## config.mk

```make
export PLATFORM = sky130hd
export DESIGN_NAME = dac_frontend
export DESIGN_NICKNAME = d
export VERILOG_FILES = /design/src/rtl/dacfe_pkg.sv /design/src/rtl/dacfe_pipe.sv /design/src/rtl/dacfe_power.sv /design/src/rtl/dacfe_outstate.sv /design/src/rtl/dac_frontend.sv
export SDC_FILE = /design/constraint.sdc
export NUM_CORES = 1
export LEC_CHECK = 0
export ABC_AREA = 0
export BUFFER_PORTS_ARGS = -buffer_cell sky130_fd_sc_hd__buf_2
export CORE_MARGIN = 5
export CORE_UTILIZATION = 40
export CTS_CLUSTER_SIZE = 28
export DETAILED_ROUTE_END_ITERATION = 16
export GPL_ROUTABILITY_DRIVEN = 0
export PLACE_DENSITY = 0.65
export SLEW_MARGIN = 20
export SYNTH_ARGS = -nofsm -noshare
export SYNTH_HDL_FRONTEND = slang
export SYNTH_SLANG_ARGS = --single-unit
```

## constraint.sdc

```tcl
create_clock -name clk -period 1.7 [get_ports clk]
set_input_delay 0.17 -clock clk [delete_from_list [all_inputs] [get_ports clk]]
set_output_delay 0.17 -clock clk [all_outputs]
set_load 0.05 [all_outputs]
```

## src/rtl/dacfe_pkg.sv

```systemverilog
// Package: shared mode encoding for the DAC front-end.
// Assumes: the two-bit code values are visible at the top-level mode output.
package dacfe_pkg;
    typedef enum logic [1:0] {
        PM_SHUT = 2'b00,
        PM_STBY = 2'b01,
        PM_WAKE = 2'b10,
        PM_RUN  = 2'b11
    } pmode_t;
endpackage

```

## src/rtl/dacfe_pipe.sv

```systemverilog
// Module: two-stage data path (input register, then converter register).
// Assumes: adv_en is high only while a run is requested; load_en implies adv_en.
module dacfe_pipe #(
    parameter int DW = 8
) (
    input  logic          clk,
    input  logic          rst_n,
    input  logic          load_en,
    input  logic          adv_en,
    input  logic [DW-1:0] din,
    output logic [DW-1:0] in_q,
    output logic [DW-1:0] code_q
);
    // Capture stage: takes the bus when selected and running.
    always_ff @(posedge clk) begin
        if (!rst_n)       in_q <= '0;
        else if (load_en) in_q <= din;
    end

    // Converter stage: follows the capture stage one edge later while running.
    always_ff @(posedge clk) begin
        if (!rst_n)      code_q <= '0;
        else if (adv_en) code_q <= in_q;
    end
endmodule

```

## src/rtl/dacfe_power.sv

```systemverilog
// Module: power-mode sequencer with counted wake-up settle interval.
// Assumes: pd_sel and dac_on are synchronous to clk; SETTLE_CYC >= 1.
module dacfe_power
    import dacfe_pkg::*;
#(
    parameter int SETTLE_CYC = 2500
) (
    input  logic   clk,
    input  logic   rst_n,
    input  logic   pd_sel,
    input  logic   dac_on,
    output pmode_t mode,
    output logic   ref_en,
    output logic   amp_en,
    output logic   arr_en,
    output logic   valid
);
    localparam int CW = (SETTLE_CYC < 2) ? 1 : $clog2(SETTLE_CYC);
    localparam logic [CW-1:0] LAST = CW'(SETTLE_CYC - 1);

    pmode_t        st;
    logic [CW-1:0] cnt;

    // Mode register and settle counter.
    always_ff @(posedge clk) begin
        if (!rst_n) begin
            st  <= PM_SHUT;
            cnt <= '0;
        end else if (pd_sel) begin
            st  <= PM_SHUT;
            cnt <= '0;
        end else if (!dac_on) begin
            st  <= PM_STBY;
            cnt <= '0;
        end else begin
            case (st)
                PM_SHUT, PM_STBY: begin
                    st  <= PM_WAKE;
                    cnt <= '0;
                end
                PM_WAKE: begin
                    if (cnt == LAST) st <= PM_RUN;
                    else             cnt <= cnt + 1'b1;
                end
                default: st <= PM_RUN;
            endcase
        end
    end

    // Enable decode from the registered mode.
    always_comb begin
        mode   = st;
        ref_en = (st != PM_SHUT);
        amp_en = (st != PM_SHUT);
        arr_en = st[1];
        valid  = (st == PM_RUN);
    end
endmodule

```

## src/rtl/dacfe_outstate.sv

```systemverilog
// Module: output-stage idle indication, variant picked by VOLTAGE_OUT.
// Assumes: mode bit 1 is set exactly in waking and active.
module dacfe_outstate
    import dacfe_pkg::*;
#(
    parameter bit VOLTAGE_OUT = 1'b0
) (
    input  pmode_t mode,
    output logic   hiz,
    output logic   gnd
);
    logic idle;
    assign idle = ~mode[1];

    generate
        if (VOLTAGE_OUT) begin : g_volt
            assign gnd = idle;
            assign hiz = 1'b0;
        end else begin : g_curr
            assign hiz = idle;
            assign gnd = 1'b0;
        end
    endgenerate
endmodule

```

## src/rtl/dac_frontend.sv

```systemverilog
// Module: top of the DAC front-end; data pipeline, power sequencer, output state.
// Assumes: all inputs synchronous to clk; analog stage consumes the enables.
module dac_frontend
    import dacfe_pkg::*;
#(
    parameter int DW          = 8,
    parameter int SETTLE_CYC  = 2500,
    parameter bit VOLTAGE_OUT = 1'b0
) (
    input  logic          clk,
    input  logic          rst_n,
    input  logic          cs_n,
    input  logic          pd_sel,
    input  logic          dac_on,
    input  logic [DW-1:0] din,
    output logic [DW-1:0] code_out,
    output logic          code_valid,
    output logic [1:0]    mode_st,
    output logic          ref_en,
    output logic          amp_en,
    output logic          arr_en,
    output logic          out_hiz,
    output logic          out_gnd
);
    logic          run_req;
    logic [DW-1:0] in_q;
    pmode_t        mode;

    // Run request straight from the control pins.
    assign run_req = ~pd_sel & dac_on;

    dacfe_pipe #(.DW(DW)) u_pipe (
        .clk     (clk),
        .rst_n   (rst_n),
        .load_en (run_req & ~cs_n),
        .adv_en  (run_req),
        .din     (din),
        .in_q    (in_q),
        .code_q  (code_out)
    );

    dacfe_power #(.SETTLE_CYC(SETTLE_CYC)) u_pwr (
        .clk    (clk),
        .rst_n  (rst_n),
        .pd_sel (pd_sel),
        .dac_on (dac_on),
        .mode   (mode),
        .ref_en (ref_en),
        .amp_en (amp_en),
        .arr_en (arr_en),
        .valid  (code_valid)
    );

    dacfe_outstate #(.VOLTAGE_OUT(VOLTAGE_OUT)) u_ost (
        .mode (mode),
        .hiz  (out_hiz),
        .gnd  (out_gnd)
    );

    assign mode_st = mode;
endmodule

```

# After elaboration in Yosys (flattened, before gate mapping)
# Index checks and enable logic that the tools add are counted.
[op_classes]
mux = 5
n_bitwise = 7
n_reduce_logical = 7
addsub = 1
n_eq_ne = 7
[op_table]
columns = ["operator", "n"]
rows = [
  ["12-bit case mux with 2 select lines", 1],
  ["12-bit by 1-bit adder with 12-bit output (second input constant)", 1],
  ["12-bit == test (second input constant)", 1],
  ["12-bit 2-to-1 mux", 1],
  ["1-bit NOT", 5],
  ["2-bit == test (second input constant)", 2],
  ["2-bit case mux with 2 select lines", 1],
  ["2-bit nonzero test", 2],
  ["2-bit OR reduction", 2],
  ["3-bit by 2-bit != test with 1-bit output (second input constant)", 1],
  ["3-bit OR reduction", 1],
  ["1-bit AND", 2],
  ["2-bit by 1-bit == test with 1-bit output (second input constant)", 1],
  ["2-bit zero test", 1],
  ["2-bit 2-to-1 mux", 1],
  ["2-bit by 1-bit != test with 1-bit output (second input constant)", 1],
  ["2-bit != test (second input constant)", 1],
  ["2-bit AND reduction", 1],
  ["1-bit 2-to-1 mux", 1],
]
[totals]
inputBits = 13
wordCells = 32
output_inout_bits = 16
register_bits = 30

# Longest topological paths before layout
# Gate-level depths: netlist of the first run.
[logic_depth]
depth_word = 4
mapped_depth = 7
mapped_depth_nobuf = 5

# Hierarchy
# From an unflattened synthesis of the first run, not the netlist that was laid out.
[hier_totals]
hier_cells = 134
hier_area_um2 = 1353.8
[modules_own_cells]
columns = ["module", "cells_each", "n_inst", "seq_area_each_um2", "area_each_um2"]
rows = [
  ["dacfe_power", 78, 1, 280.3, 711.9],
  ["dacfe_pipe", 51, 1, 320.3, 608.1],
  ["dac_frontend", 2, 1, 0.0, 18.8],
  ["dacfe_outstate", 3, 1, 0.0, 15.0],
]

# Least setup slack after synthesis of the first run
# Ideal clock, no wire load.
[synth_path]
path_type = "register to register"
startpoint = "register u_pwr.st[1] (netlist: u_pwr.mode[1])"
endpoint = "register u_pwr.cnt[1]"
slack_ns = -0.161
t_required_ns = 1.635
path_buffers = 0
setup_time_ns = 0.065
period_less_slack_ns = 1.861
stages_incl_launch_ff = 5
t_arrival_ns = 1.796
path_cell_list = "dfxtp_1 -> inv_1 -> a311oi_2 -> a22oi_1 -> nor2_1"
[synth_via]
elab_chain_cells = 4
word_cells_on_any_way = 8
classes_between = "3 x eq/ne; 1 x mux; 4 x reduce/logical"
[synth_lines]
columns = ["item", "line_no", "text"]
rows = [
  ["start, declared", "dacfe_power.sv:21", "pmode_t st;"],
  ["start signal, assigned", "dacfe_power.sv:27", "st <= PM_SHUT;"],
  ["start signal, assigned", "dacfe_power.sv:30", "st <= PM_SHUT;"],
  ["start signal, assigned", "dacfe_power.sv:33", "st <= PM_STBY;"],
  ["2-bit by 1-bit == test with 1-bit output or 2-bit zero test (tied branches)", "dacfe_power.sv:36", "case (st)"],
  ["2-bit OR reduction", "dacfe_power.sv:36", ""],
  ["2-bit nonzero test (no source line)", "--", ""],
  ["2-bit AND reduction (no source line)", "--", ""],
  ["end signal, assigned", "dacfe_power.sv:43", "else cnt <= cnt + 1'b1;"],
  ["end, declared", "dacfe_power.sv:22", "logic [CW-1:0] cnt;"],
]
# Several ways; a longest one is shown, not always the timed one.
# A chain may end at the register's enable or synchronous reset.

# Worst setup path after layout of the first run
[layout_path]
startpoint = "register u_pwr.cnt[0]"
endpoint = "register u_pwr.cnt[10]"
[layout_via]
elab_chain_cells = 3
word_cells_on_any_way = 6
classes_between = "1 x add/sub; 2 x eq/ne; 2 x mux; 1 x reduce/logical"
[layout_lines]
columns = ["item", "line_no"]
rows = [
  ["12-bit by 1-bit adder with 12-bit output or 12-bit == test (tied branches)", "dacfe_power.sv:43, dacfe_power.sv:42"],
  ["12-bit 2-to-1 mux or 2-bit != test (tied branches)", "--"],
  ["12-bit case mux with 2 select lines or 2-bit AND reduction (tied branches)", "--"],
]
# Several ways; a longest one is shown, not always the timed one. The select of a mux whose other input is x is not followed.

==> flow_metrics.env, run 1 <==
export IMPL_outcome="completed"
export IMPL_clk_latency_ns=0.33
export IMPL_vdd_ir_drop_max_mv=0.472
export IMPL_fin_setup_tns_ns=0
export IMPL_vias=1217
export IMPL_grt_setup_unrepaired="no"
export IMPL_final_antenna_net_count=0
export IMPL_synth_commonest_cells="nand2_1 (34), dfxtp_1 (30), a21boi_0 (16)"
export IMPL_met1_usage_pct=15.4
export IMPL_yosysWarningCount=0
export IMPL_drv_cap=0
export IMPL_tritoncts_num_buffers=5
export IMPL_ys_ff_latch=30
export IMPL_drc=0
export IMPL_drtIter0Drc=67
export IMPL_slew_violations=0
export IMPL_hpwl_um=2250
export IMPL_grt_ovfl_total=0
export IMPL_crit_required_ns=1.97
export IMPL_grtUsageTotal_pct=14.0
export IMPL_die_area_um2=4670
export IMPL_use_met2_pct=22.9
export IMPL_tightestPinTransition_ns=0.535
export IMPL_clock_skew_ns=0.00982
export IMPL_syn_area_per_cell_um2=8.68
export IMPL_htreeDepth=2
export IMPL_wl_um=2990
export IMPL_grt_pass1_vias=1119
export IMPL_rows=21
export IMPL_post_cts_buffers=0
export IMPL_final_layout_size_suffix_gt1_share_pct=24.5
export IMPL_netlist_area_um2=1360
export IMPL_hold_buffers=0
export IMPL_viasPerCell=5.20
export IMPL_synth_edf_count=0
export IMPL_tritoncts="yes"
export IMPL_core_area_um2=3310
export IMPL_yosysTopAreaCell="dfxtp_1"
export IMPL_fin_nets=201
export IMPL_fin_crit_sh_pct=93.6
export IMPL_initial_core_util_pct=41.2
export IMPL_wl_per_cell_um=12.8
export IMPL_diodes=0
export IMPL_start_kind="register"
export IMPL_fin_crit_ns=1.59
export IMPL_cts_path_max_buffers=2
export IMPL_setup_viol=0
export IMPL_yosys_area_top_type_share_pct=44.1
export IMPL_port_buffers=27
export IMPL_yosys_cell_count_top_type="nand2_1"
export IMPL_min_path_type="in2reg"
export IMPL_synth_top_flop_cell="dfxtp_1"
export IMPL_ys_seq_area_share_pct=44.1
export IMPL_grt_busiest_layer="met2"
export IMPL_crit_arrival_ns=1.87
export IMPL_die_w_um=68.4
export IMPL_antenna_found_initial=0
export IMPL_utilization_pct=48.7
export IMPL_synthTopCellsByArea="dfxtp_1 (44%), nand2_1 (9.4%), a21boi_0 (8.8%), o21ai_0 (3.7%), nand3_1 (2.9%)"
export IMPL_drt_pass1_iter_count=4
export IMPL_netlist_instances=157
export IMPL_clock_tree_root_cell="clkbuf_4"
export IMPL_grt_pass1_wl_um=4800
export IMPL_crit_type="reg2reg"
export IMPL_hold_viol=0
export IMPL_max_freq_ghz=0.628
export IMPL_power_per_cell_area_nw_per_um2=859
export IMPL_slowest_delay_ns=0.52
export IMPL_synth_async_reset_ratio_pct=0
export IMPL_die_y_um=68.4
export IMPL_maxSlewHeadroom_pct=64.3
export IMPL_clk_pin_slew_worst_paths_ns=0.09
export IMPL_leakage_nw=0.600
export IMPL_slowest_stage="a311oi_2"
export IMPL_grt_start_max_net_pins=17
export IMPL_cts_resized=0
export IMPL_design_portCount=29
export IMPL_clock_sinks=30
export IMPL_syn_to_final_growth_pct=18.4
export IMPL_synth_nets=171
export IMPL_use_met3_pct=5.75
export IMPL_path_cells="ha_1 -> nor4bb_4 -> a311oi_2 -> o211ai_1 -> nand2_1"
export IMPL_synth_cell_types=35
export IMPL_critPathMaxFanout=7
export IMPL_end_kind="register"
[state kept, by name, indices dropped and copies added (netlist names)]
name	flops
u_pwr.cnt	12
u_pipe.code_q	8
u_pipe.in_q	8
u_pwr.mode	2
[final cells by class]
cell class / count / area, µm²
flip-flops and latches: 30 / 602
fillers: 343 / 1700
repair buffers: 31 / 165
inverters: 4 / 15.0
multi-input cells: 115 / 696
clock buffers: 5 / 37.5
well taps: 46 / 57.6
clock inverters: 3 / 40.0
[worst max-delay path: cells and delay by family, from the launching register on]
family	cells	cell delay [ns]
fa+ha+maj	1	0.22
compound gates	2	0.71
simple gates	2	0.27
flops	1	0.35
[power breakdown]
group	switching, mW	internal [mW]	total, mW
logic	0.0777	0.0359	0.114
clock network	0.249	0.304	0.553
registers	0.00678	0.713	0.720
total	0.333	1.05	1.39
[stage by stage]
stage	setup WS (ns)	cells	power, mW	hold slack [ns]	area (µm²)
2_1_floorplan	0.115	157	0.816	0.246	1360
5_1_grt	0.00622	234	1.44	0.0104	1610
3_3_place_gp	0.186	226	0.848	0.364	1540
6_report	0.108	234	1.39	0.0233	1610
4_1_cts	0.100	234	1.41	0.00998	1610
3_5_place_dp	0.119	226	0.851	0.369	1540
[layout by cell type, fill, tap and decap left out, types with 2 or more instances in the layout]
cell type | synthesis | routed
nand2_1 | 34 | 34
dfxtp_1 | 30 | 29
buf_2 | 2 | 27
a21boi_0 | 16 | 16
o21ai_0 | 10 | 10
nand3_1 | 8 | 8
nor2_1 | 8 | 8
nor4_1 | 5 | 5
clkbuf_4 | 0 | 5
inv_1 | 4 | 4
buf_4 | 3 | 4
o31a_1 | 3 | 3
o211ai_1 | 3 | 3
xnor2_1 | 3 | 3
nand4b_1 | 3 | 3
nor3_1 | 2 | 2
or3_1 | 2 | 2
a21oi_1 | 2 | 2
clkinv_2 | 0 | 2
[final timing paths]
path | from | endpoint | slack (ns) | depth (start not counted)
setup / recovery | u_pwr.cnt[0] | u_pwr.cnt[10] | 0.11 | 5
hold / removal | pd_sel | u_pwr.mode[0] | 0.02 | 2
setup reg to reg | u_pwr.cnt[0] | u_pwr.cnt[10] | 0.11 | 5
hold reg to reg | u_pipe.in_q[3] | u_pipe.code_q[3] | 0.46 | 2
[per-layer routing]
metal	wire, µm	vias up	part of all wire (%)
met5	0	-	0
met4	53	0	1.8
met3	199	6	6.7
met2	1410	38	47
met1	1320	561	44
li1	-	612	-
[kinds of logic (layout without fill, tap and decap cells)]
logic type / after synthesis / after routing / share of synthesized area, %
compound gates: 37 / 37 / 19.7
xor+xnor: 4 / 4 / 2.57
fa+ha+maj: 1 / 1 / 0.918
buf+inv: 12 / 43 / 4.87
flops: 30 / 30 / 44.1
mux: 1 / 1 / 0.735
other cells: 1 / 1 / 0.275
simple gates: 71 / 71 / 26.8
(Power assumes the default switching activity.)
==> inputs of run 2 (changes only) <==
--- a/config.mk
+++ b/config.mk
@@ -13,6 +13,7 @@
 export DETAILED_ROUTE_END_ITERATION = 16
 export GPL_ROUTABILITY_DRIVEN = 0
 export PLACE_DENSITY = 0.65
+export REMOVE_ABC_BUFFERS = 1
 export SLEW_MARGIN = 20
 export SYNTH_ARGS = -nofsm -noshare
 export SYNTH_HDL_FRONTEND = slang
==> constraint.sdc (replaced) <==
create_clock -name clk -period 1.7 [get_ports clk]
set_input_delay 0.34 -clock clk [delete_from_list [all_inputs] [get_ports clk]]
set_output_delay 0.34 -clock clk [all_outputs]
set_load 0.05 [all_outputs]
==> run 2 against run 1 <==
Against the previous run: clock skew is 0.0020 ns lower; power shrank 8.0%; routed wire length decreased by 2.8%; final cell count did not move; sequential share of layout area rose by 0.087 points; fmax rose by 1.7%; largest cell class unchanged; largest power group unchanged.
==> flow_metrics.env, run 2 (same netlist as run 1, synthesis figures left out) <==
export IMPL_clk_latency_ns=0.33
export IMPL_die_w_um=68.4
export IMPL_rows=21
export IMPL_use_met2_pct=25.6
export IMPL_tritoncts="yes"
export IMPL_grt_ovfl_total=0
export IMPL_cts_path_max_buffers=2
export IMPL_mostFrequentLayoutCells="nand2_1 (34), dfxtp_1 (29), buf_2 (26)"
export IMPL_design_portCount=29
export IMPL_met1_usage_pct=15.9
export IMPL_final_layout_size_suffix_gt1_share_pct=23.9
export IMPL_max_freq_ghz=0.639
export IMPL_diodes=0
export IMPL_die_y_um=68.4
export IMPL_cts_resized=0
export IMPL_slew_violations=0
export IMPL_largestRegisters="u_pwr.cnt (12), u_pipe.code_q (8), u_pipe.in_q (8)"
export IMPL_clk_pin_slew_worst_paths_ns=0.10
export IMPL_outcome="completed"
export IMPL_grt_start_max_net_pins=18
export IMPL_layout_commonest_cell="nand2_1"
export IMPL_top_register="u_pwr.cnt"
export IMPL_setup_slack_ns=0.135
export IMPL_end_kind="output pin"
export IMPL_multi_input_area_um2=707
export IMPL_clock_skew_ns=0.00781
export IMPL_crit_type="reg2out"
export IMPL_antenna_found_initial=0
export IMPL_num_fill_cells=357
export IMPL_hpwl_um=2210
export IMPL_cp_buffers_inverters=1
export IMPL_wl_per_cell_um=12.4
export IMPL_grt_pass1_vias=1194
export IMPL_crit_required_ns=1.36
export IMPL_min_path_type="in2reg"
export IMPL_crit_family="flip-flops"
export IMPL_slowest_stage="dfxtp_1"
export IMPL_drc=0
export IMPL_syn_to_final_growth_pct=18.1
export IMPL_vdd_ir_drop_max_mv=0.343
export IMPL_grt_busiest_layer="met2"
export IMPL_clock_sinks=30
export IMPL_fin_nets=201
export IMPL_hold_buffers=0
export IMPL_slowest_delay_ns=0.44
export IMPL_clock_tree_root_cell="clkbuf_4"
export IMPL_drv_cap=0
export IMPL_hold_viol=0
export IMPL_drt_pass1_iter_count=4
export IMPL_viasPerCell=5.16
export IMPL_setup_viol=0
export IMPL_port_buffers=27
export IMPL_fin_crit_ns=1.56
export IMPL_dp_slack_ns=0.112
export IMPL_use_met3_pct=5.42
export IMPL_drtIter0Drc=101
export IMPL_core_area_um2=3310
export IMPL_largest_reg_flops=12
export IMPL_start_kind="register"
export IMPL_die_area_um2=4670
export IMPL_holdWs_ns=0.199
export IMPL_vias=1208
export IMPL_path_cells="and2_4 -> clkbuf_4"
export IMPL_critPathMaxFanout=7
export IMPL_htreeDepth=2
export IMPL_fin_crit_sh_pct=92.0
export IMPL_initial_core_util_pct=41.2
export IMPL_crit_arrival_ns=1.22
export IMPL_grtUsageTotal_pct=15.0
export IMPL_grt_setup_unrepaired="no"
export IMPL_power_per_cell_area_nw_per_um2=793
export IMPL_grt_pass1_wl_um=5140
export IMPL_post_cts_buffers=0
export IMPL_regArea_um2=602
export IMPL_final_antenna_net_count=0
export IMPL_tritoncts_num_buffers=5
export IMPL_leakage_nw=0.590
export IMPL_wl_um=2900
==> run 2: final cells by class <==
cell class / count / area share, %
clock buffer: 7 / 3.42
clock inverter: 1 / 0.311
inverter: 4 / 0.933
multi-input combinational: 115 / 43.9
sequential: 30 / 37.4
tap: 46 / 3.58
timing repair buffer: 31 / 10.4
==> run 2: per-layer routing <==
layer  vias up  part of all wire [%]  wire (µm)
met2        29                    51       1490
li1        608                     -          -
met4         0                  0.76         22
met3         2                   6.1        177
met1       569                    42       1210
met5         -                     0          0
==> run 2: final timing paths <==
| path | to | from | cells after the start | slack, ns |
|---|---|---|---|---|
| setup / recovery | code_valid | u_pwr.mode[1] | 2 | 0.14 |
| hold / removal | u_pwr.mode[0] | pd_sel | 2 | 0.20 |
| setup reg to reg | u_pwr.cnt[3] | u_pwr.cnt[0] | 5 | 0.15 |
| hold reg to reg | u_pipe.code_q[1] | u_pipe.in_q[1] | 2 | 0.46 |
==> run 2: report_power, final <==
part	total, mW	internal [mW]	leakage (nW)	switching (mW)
registers	0.720	0.713	0.243	0.00735
clock network	0.440	0.200	0.0353	0.240
logic	0.115	0.0368	0.312	0.0786
==> run 2: metrics by stage <==
step                      total power [mW]  area, µm²  util [%]  cells  TNS, ns
after floorplan                      0.805       1310         -    149    -4.71
after global placement               0.849       1530      46.3    226        0
after detailed placement             0.851       1530      46.3    226        0
after CTS                             1.29       1590      48.1    234        0
after global routing                  1.35       1610      48.6    234        0
final                                 1.28       1610      48.6    234        0
==> run 2: worst register-to-register path: cells and delay by family, from the launching register on <==
family,cells,cell delay [ns]
fa+ha+maj,1,0.23
flops,1,0.35
compound gates,2,0.43
simple gates,2,0.48
==> inputs of run 3 (changes only) <==
--- a/config.mk
+++ b/config.mk
@@ -13,7 +13,6 @@
 export DETAILED_ROUTE_END_ITERATION = 16
 export GPL_ROUTABILITY_DRIVEN = 0
 export PLACE_DENSITY = 0.65
-export REMOVE_ABC_BUFFERS = 1
 export SLEW_MARGIN = 20
 export SYNTH_ARGS = -nofsm -noshare
 export SYNTH_HDL_FRONTEND = slang
==> run 3 against run 2 <==
Against the previous run: setup slack improved by 0.010 ns; worst hold slack got worse by 0.015 ns; clock-buffer cell count fell by 1; highest routed layer unchanged; critical path depth did not move; via count rose by 1.2%; register-to-register slack barely moved; final cell count did not move; largest power group unchanged; fmax rose by 0.64%; first-iteration DRC count fell by 21%; critical path type unchanged; routed wire length rose by 6.0%; power rose by 1.2%; global-route usage fell by 0.068 points.
==> flow_metrics.env, run 3 (same netlist as run 1, synthesis figures left out) <==
export IMPL_die_area_um2=4670
export IMPL_viasPerCell=5.22
export IMPL_core_area_um2=3310
export IMPL_hpwl_um=2240
export IMPL_cts_resized=0
export IMPL_drc=0
export IMPL_rr_endpoint="u_pwr.cnt[1]"
export IMPL_outcome="completed"
export IMPL_crit_required_ns=1.36
export IMPL_die_w_um=68.4
export IMPL_crit_family="flip-flops"
export IMPL_final_layout_size_suffix_gt1_share_pct=25.0
export IMPL_ff2ff_path_depth=4
export IMPL_wl_per_cell_um=13.1
export IMPL_hp_start="pd_sel"
export IMPL_hold_viol=0
export IMPL_top_register="u_pwr.cnt"
export IMPL_power_mw=1.29
export IMPL_hold_buffers=0
export IMPL_rows=21
export IMPL_htreeDepth=2
export IMPL_vias=1222
export IMPL_antenna_found_initial=0
export IMPL_critPathMaxFanout=7
export IMPL_clk_pin_slew_worst_paths_ns=0.10
export IMPL_clockPowerShare_pct=35.3
export IMPL_grt_pass1_vias=1187
export IMPL_leakage_nw=0.590
export IMPL_tritoncts_num_buffers=5
export IMPL_crit_path_start="u_pwr.mode[0]"
export IMPL_slowest_delay_ns=0.41
export IMPL_max_freq_ghz=0.643
export IMPL_post_cts_buffers=0
export IMPL_fin_crit_ns=1.55
export IMPL_holdWs_ns=0.183
export IMPL_hold_end="u_pwr.mode[0]"
export IMPL_grt_ovfl_total=0
export IMPL_clock_skew_ns=0.00586
export IMPL_diodes=0
export IMPL_crit_arrival_ns=1.21
export IMPL_slowest_stage="dfxtp_2"
export IMPL_fin_setup_tns_ns=0
export IMPL_grt_pass1_wl_um=5190
export IMPL_wl_um=3080
export IMPL_vdd_ir_drop_max_mv=0.391
export IMPL_seq_power_share_pct=55.8
export IMPL_crit_type="reg2out"
export IMPL_hold_depth=2
export IMPL_r2r_start="u_pwr.cnt[2]"
export IMPL_fin_crit_sh_pct=91.5
export IMPL_cts_path_max_buffers=2
export IMPL_die_y_um=68.4
export IMPL_largestRegisters="u_pwr.cnt (12), u_pipe.code_q (8), u_pipe.in_q (8)"
export IMPL_p_comb_share_pct=8.9
export IMPL_swShare_pct=26.5
export IMPL_ff2ff_setup_slack_ns=0.15
export IMPL_tritoncts="yes"
export IMPL_mostFrequentLayoutCells="nand2_1 (34), dfxtp_1 (28), buf_2 (27)"
export IMPL_final_antenna_net_count=0
export IMPL_clk_latency_ns=0.33
export IMPL_clock_sinks=30
export IMPL_grt_setup_unrepaired="no"
export IMPL_drv_cap=0
export IMPL_grt_start_max_net_pins=18
export IMPL_maxSlewHeadroom_pct=65.4
export IMPL_design_portCount=29
export IMPL_drtIter0Drc=80
export IMPL_path_cells="and2_4 -> buf_2"
export IMPL_setup_slack_ns=0.145
export IMPL_netSwitchingPower_mw=0.343
export IMPL_grtUsageTotal_pct=15.0
export IMPL_port_buffers=27
export IMPL_start_kind="register"
export IMPL_cp_buffers_inverters=1
export IMPL_power_per_cell_area_nw_per_um2=801
export IMPL_drt_pass1_iter_count=4
export IMPL_slew_violations=0
export IMPL_setup_viol=0
export IMPL_layout_commonest_cell="nand2_1"
export IMPL_p_int_mw=0.948
export IMPL_dp_slack_ns=0.114
export IMPL_syn_to_final_growth_pct=18.3
export IMPL_tightestPinTransition_ns=0.515
export IMPL_largest_reg_flops=12
export IMPL_min_path_type="in2reg"
export IMPL_clock_tree_root_cell="clkbuf_4"
export IMPL_end_kind="output pin"
export IMPL_initial_core_util_pct=41.2
export IMPL_fin_nets=201
## run 3: stage by stage
step                      instance area [µm²]  instances  util, %
final                                    1610        234     48.7
after global routing                     1610        234     48.7
after CTS                                1600        234     48.3
after detailed placement                 1540        226     46.4
after global placement                   1540        226     46.4
after floorplan                          1360        157        -
## run 3: power groups by stage
stage               logic (mW)  registers [mW]  clock network [mW]
finish                   0.115           0.720               0.456
global route             0.126           0.722               0.499
CTS                      0.114           0.720               0.466
detailed placement       0.114           0.736                   0
global placement         0.113           0.736                   0
floorplan               0.0674           0.748                   0
## run 3: final cells by class
class	instances	area, µm²
Clock inverter	2	12.5
Fill cell	341	1700
Tap cell	46	57.6
Inverter	4	15.0
Clock buffer	6	51.3
Multi-Input combinational cell	115	707
Timing Repair Buffer	31	165
Sequential cell	30	603
## run 3: worst max path at each step
stage / endpoint / depth (start not counted)
floorplan: ref_en / 2
global placement: u_pwr.cnt[1] / 5
detailed placement: u_pwr.cnt[1] / 5
CTS: code_valid / 2
global route: u_pwr.mode[0] / 4
finish: code_valid / 2
## run 3: routing by layer
layer / vias up / routed length (µm) / GRT usage (%)
met5: - / 0 / 0
met4: 0 / 49 / 8.19
met3: 9 / 241 / 5.58
met2: 46 / 1480 / 23.2
met1: 559 / 1310 / 17.7
li1: 608 / - / -
## run 3: worst register-to-register path: stages, from the launching register on
cell	delay, ns
dfxtp_1	0.40
nor4_2	0.54
a311oi_4	0.22
a22oi_1	0.24
nor2_1	0.05
